$ cat config.mk
export PLATFORM = sky130hd
export DESIGN_NAME = rr_vref_ctrl
export DESIGN_NICKNAME = d
export VERILOG_FILES = /design/src/rtl/rr_vref_ctrl.sv
export SDC_FILE = /design/constraint.sdc
export NUM_CORES = 1
export LEC_CHECK = 0
export BUFFER_PORTS_ARGS = -buffer_cell sky130_fd_sc_hd__buf_2
export CELL_PAD_IN_SITES_DETAIL_PLACEMENT = 0
export CELL_PAD_IN_SITES_GLOBAL_PLACEMENT = 1
export CORE_MARGIN = 5
export CORE_UTILIZATION = 35
export DETAILED_ROUTE_END_ITERATION = 6
export PLACE_DENSITY = 0.71
export SYNTH_ARGS = -nofsm -noshare
export SYNTH_HDL_FRONTEND = slang
export SYNTH_SLANG_ARGS = --single-unit
export TNS_END_PERCENT = 100
$ cat constraint.sdc
create_clock -name clk -period 2.8 [get_ports clk]
set_input_delay 0.14 -clock clk [delete_from_list [all_inputs] [get_ports clk]]
set_output_delay 0.14 -clock clk [all_outputs]
set_load 0.05 [all_outputs]
$ cat src/rtl/rr_vref_ctrl.sv
module rr_vref_ctrl #(
  parameter int NBLK      = 4,
  parameter int PAGE_W    = 3,
  parameter int V_W       = 8,
  parameter int ERR_W     = 8,
  parameter int STEP      = 16,
  parameter int MAX_RETRY = 3,
  parameter int DEF_V     = 192,
  localparam int BLK_W    = (NBLK > 1) ? $clog2(NBLK) : 1,
  localparam int CNT_W    = $clog2(MAX_RETRY + 1) + 1
) (
  input  logic              clk,
  input  logic              rst_n,
  input  logic              req_valid,
  output logic              req_ready,
  input  logic [BLK_W-1:0]  req_blk,
  input  logic [PAGE_W-1:0] req_page,
  input  logic              refresh_tick,
  input  logic [V_W-1:0]    vref_floor,
  output logic              fl_rd,
  output logic              fl_refresh,
  output logic [BLK_W-1:0]  fl_blk,
  output logic [PAGE_W-1:0] fl_page,
  output logic [V_W-1:0]    fl_vref,
  input  logic              ecc_valid,
  input  logic              ecc_pass,
  input  logic [ERR_W-1:0]  ecc_errs,
  output logic              done,
  output logic [V_W-1:0]    done_vref,
  output logic              ue,
  output logic [BLK_W-1:0]  ue_blk,
  output logic [PAGE_W-1:0] ue_page
);

  typedef enum logic [1:0] {S_IDLE, S_ISSUE, S_WAIT} st_t;

  st_t               st;
  logic              in_ref, ref_pend;
  logic [BLK_W-1:0]  ref_blk, cur_blk;
  logic [PAGE_W-1:0] cur_page;
  logic [V_W-1:0]    cur_v, best_v, next_v;
  logic [ERR_W-1:0]  best_err;
  logic [CNT_W-1:0]  retry;
  logic [V_W-1:0]    pred [NBLK];
  logic [V_W:0]      dn;
  logic              at_floor, ref_last, ref_end, better;

  assign dn       = {1'b0, cur_v} - (V_W+1)'(STEP);
  assign at_floor = cur_v <= vref_floor;
  assign next_v   = at_floor ? cur_v :
                    (dn[V_W] || dn[V_W-1:0] < vref_floor) ? vref_floor : dn[V_W-1:0];
  assign ref_last = ref_blk == BLK_W'(NBLK - 1);
  assign ref_end  = ecc_pass || at_floor;
  assign better   = ecc_errs < best_err;

  assign req_ready  = st == S_IDLE;
  assign fl_rd      = st == S_ISSUE;
  assign fl_refresh = in_ref;
  assign fl_blk     = cur_blk;
  assign fl_page    = cur_page;
  assign fl_vref    = cur_v;

  always_ff @(posedge clk) begin
    if (!rst_n) begin
      st        <= S_IDLE;
      in_ref    <= 1'b0;
      ref_pend  <= 1'b0;
      ref_blk   <= '0;
      cur_blk   <= '0;
      cur_page  <= '0;
      cur_v     <= '0;
      best_v    <= '0;
      best_err  <= '1;
      retry     <= '0;
      done      <= 1'b0;
      done_vref <= '0;
      ue        <= 1'b0;
      ue_blk    <= '0;
      ue_page   <= '0;
      for (int i = 0; i < NBLK; i++) pred[i] <= V_W'(DEF_V);
    end else begin
      done <= 1'b0;
      ue   <= 1'b0;
      if (refresh_tick) ref_pend <= 1'b1;
      case (st)
        S_IDLE: begin
          if (req_valid) begin
            cur_blk  <= req_blk;
            cur_page <= req_page;
            cur_v    <= pred[req_blk];
            retry    <= '0;
            in_ref   <= 1'b0;
            st       <= S_ISSUE;
          end else if (ref_pend) begin
            cur_blk  <= ref_blk;
            cur_page <= '0;
            cur_v    <= pred[ref_blk];
            best_v   <= pred[ref_blk];
            best_err <= '1;
            in_ref   <= 1'b1;
            st       <= S_ISSUE;
          end
        end
        S_ISSUE: st <= S_WAIT;
        S_WAIT: if (ecc_valid) begin
          if (!in_ref) begin
            if (ecc_pass) begin
              done      <= 1'b1;
              done_vref <= cur_v;
              st        <= S_IDLE;
            end else if (retry == CNT_W'(MAX_RETRY)) begin
              ue      <= 1'b1;
              ue_blk  <= cur_blk;
              ue_page <= cur_page;
              st      <= S_IDLE;
            end else begin
              cur_v <= next_v;
              retry <= retry + 1'b1;
              st    <= S_ISSUE;
            end
          end else if (ref_end) begin
            pred[cur_blk] <= (ecc_pass || better) ? cur_v : best_v;
            if (ref_last) begin
              ref_blk <= '0;
              if (!refresh_tick) ref_pend <= 1'b0;
            end else begin
              ref_blk <= ref_blk + 1'b1;
            end
            st <= S_IDLE;
          end else begin
            if (better) begin
              best_v   <= cur_v;
              best_err <= ecc_errs;
            end
            if (req_valid) st <= S_IDLE;
            else begin
              cur_v <= next_v;
              st    <= S_ISSUE;
            end
          end
        end
        default: st <= S_IDLE;
      endcase
    end
  end

  logic [V_W-1:0] prev_v;
  always_ff @(posedge clk) begin
    if (!rst_n) prev_v <= '0;
    else if (fl_rd) prev_v <= fl_vref;
  end

  a_r3_no_raise: assert property (@(posedge clk) disable iff (!rst_n)
    (fl_rd && !in_ref && retry != '0) |-> fl_vref <= prev_v);
  a_r2_strobe_single: assert property (@(posedge clk) disable iff (!rst_n)
    fl_rd |=> !fl_rd);
  a_r4_done_after_pass: assert property (@(posedge clk) disable iff (!rst_n)
    done |-> $past(ecc_valid && ecc_pass));
  a_r5_ue_not_done: assert property (@(posedge clk) disable iff (!rst_n)
    ue |-> !done);
  a_r6_refresh_page0: assert property (@(posedge clk) disable iff (!rst_n)
    (fl_rd && fl_refresh) |-> fl_page == '0);

endmodule

==> metrics.txt <==
Peak VDD IR 0.273 mV; Placer Congestion 0.876; post-placement cell count 709; final core occ 42.3%; Ant. Diodes 0; port bufs 57; DRC Markers 0; Async SR Flop Fraction 0%; period utilization 92.1%; global-route wire length before repair 20000 µm; Final Hold Viols 0; fin cells 727; Clock Pin Slew Worst Setup and Hold Paths 0.06 ns; GRT Total Usage 15.7%; share of layout cells above drive strength 1 21.8%; top post-synthesis cells by area dfxtp_1, edfxtp_1, mux4_2, ha_1, mux2i_1; Post-CTS Resized 0; total die area 0.0160 mm²; Post-Route Setup TNS 0 ns; Clock Tree Root clkbuf_16; area grow syn2layout 18.3%; Crit path max-delay family compound AO/OA/AOI/OAI gates; reg2reg path depth 8; CTS tree yes; final setup fails 0; fmax 0.388 GHz; status complete, no violations; GRT overflow 0; Worst Path Max Fanout 16; drt wl/cell 17.3 µm; DRT Wirelength 12600 µm; unrepaired setup endpoints after global routing no; I/O pin count 58; CTS Buf Count 9; setup ws final 0.220 ns; hold_sp ecc_errs[0]; CP startpoint kind flip-flop; clk_lat worst skew 0.34 ns; critical path endpoint category flip-flop; r2r startpoint fl_vref[4]; fin. max-slew vios 0; final instance area 0.00560 mm²; sequential share of the synthesized area 43.5%; vias in the first global route 3848; 1st-iter DRT viols 332; syn nets 539; cell type with the largest total area after synthesis dfxtp_1; Detailed Place HPWL 9740 µm; Rows 42; DIE HEIGHT 126 µm; DRT antenna net count 0; pwr/cell area 614 mW/mm²; clk_skew 0.00727 ns; area share of the largest cell type after synthesis 23.2%; core area 0.0132 mm²; Worst R2R End best_v[1]; Hold EP best_err[0]; Required @ worst endpoint 3.00 ns; htree depth 3; clock buffer depth 2; initial core utilization 35.8%; Max stage delay on crit path 0.39 ns; fillers 1290; Yosys reg bits 87; Cells after Synth 489; placed cell areas 0.00525 mm²; pin count of the biggest net entering global routing 31; CP Cell Sequence inv_1 -> ha_1 -> and4b_1 -> or3b_1 -> a21o_4 -> a21boi_4 -> a31oi_4 -> mux2i_1; initial antenna violation count 0; Post-synth EDFFs 32; Post-synth top cells nand2_1, dfxtp_1, a21oi_1; post-place setup slack 0.158 ns; Synth Cell Area 0.00474 mm²; CP max-delay cell or3b_1; Synth warnings 0; max-cap violations 0; drt via density 5.33; Most used DFF post-synth dfxtp_1; Hold Path Depth 2; clock period minus worst slack 2.58 ns; via count 3873; WP data arrival 2.78 ns; CP Class flip-flop to flip-flop; worst path bufs/invs 1; # nets final 596; Rel. slew slack 54.4%; CTS Sinks 87; die span in x 126 µm; static leakage power 2.33 nW; iteration count of the initial detailed-routing pass 5; top-count cell post-synth nand2_1; synthesized area per cell 9.69 µm²; Slew @ Worst Pin 0.677 ns; library cells used by synthesis 54; R2R Setup Slk 0.22 ns; Tightest Hold Check Type input pin to flip-flop
-- layout make-up --
cell class,instances,area [µm²],share of cell area (%)
clock buffers,12,289,5.16
inverters,25,93.8,1.67
clock inverters,4,47.5,0.849
repair buffers,75,423,7.55
multi-input cells,348,2460,43.9
flip-flops and latches,87,2070,36.9
well taps,176,220,3.93
-- registers in the layout (all words and copies together), names as in the netlist, named ones only --
signal,cells
fl_page,3
fl_refresh,1
fl_vref,8
st,2
best_v,8
ue,1
retry,3
done,1
ue_blk,2
pred,32
best_err,8
fl_blk,2
ref_pend,1
done_vref,8
ue_page,3
ref_blk,2
-- cell families (layout without fill, tap and decap cells) --
logic type                 after synthesis  count (layout)  synth area share, %
muxes                                   42              42                 13.1
and+or+nand+nor                        164             164                 15.9
buffers and inverters                   54             116                 4.62
adders and majority gates               23              23                 6.08
AOI/OAI and AO/OA                      117             117                 16.4
xor gates and xnor gates                 2               2                0.370
DFF                                     87              87                 43.5
-- worst max path at each step --
| stage | from | end | slack, ns | cells after the start |
|---|---|---|---|---|
| 6_report | fl_vref[4] | best_v[1] | 0.22 | 8 |
| 5_1_grt | fl_vref[4] | fl_vref[6] | 0.07 | 8 |
| 4_1_cts | fl_vref[4] | best_err[5] | 0.15 | 8 |
| 3_5_place_dp | fl_vref[4] | best_err[5] | 0.16 | 8 |
| 3_3_place_gp | fl_vref[4] | best_err[1] | 0.23 | 8 |
| 2_1_floorplan | fl_vref[7] | pred[0][0] | 0.02 | 8 |
-- layout by cell type, fill, tap and decap left out, drive strengths merged, types with 3 or more instances in the layout --
| cell | instances |
|---|---|
| buf | 74 |
| nand2 | 56 |
| dfxtp | 55 |
| a21oi | 48 |
| nor2 | 46 |
| edfxtp | 32 |
| mux2i | 26 |
| inv | 25 |
| nand3 | 24 |
| ha | 23 |
| o21ai | 19 |
| mux4 | 16 |
| a211oi | 12 |
| clkbuf | 12 |
| a2bb2oi | 8 |
| nor3 | 7 |
| nand4 | 6 |
| and3 | 4 |
| nand2b | 4 |
| o21a | 4 |
| a41oi | 4 |
| a21o | 4 |
| nor2b | 3 |
| or3 | 3 |
| a32oi | 3 |
| and2 | 3 |
| clkinv | 3 |
| a31oi | 3 |
-- what timing repair did --
item,in CTS,in global routing
hold endpoints to repair,1,0
buffers inserted,0,1
hold buffers,1,0
setup endpoints to repair,0,5
-- per-stage QoR --
step,hold WS (ns),power (mW)
floorplan,0.257,1.92
global placement,0.345,2.13
detailed placement,0.357,2.14
CTS,0.0569,3.46
global route,0.0767,3.58
finish,0.0566,3.44
-- report_power, final --
| part | internal, mW | switching [mW] |
|---|---|---|
| Clock | 0.823 | 0.498 |
| Combinational | 0.234 | 0.461 |
| Sequential | 1.36 | 0.0611 |
| Total | 2.42 | 1.02 |
-- layer usage --
layer | global-route usage [%] | vias to the layer above | share of wire, %
met5 | 0 | - | 0
met4 | 5.17 | 0 | 1.6
met3 | 2.94 | 11 | 5.7
met2 | 26.4 | 109 | 48
met1 | 20.6 | 1846 | 44
li1 | - | 1907 | -
(Power assumes the default switching activity.)
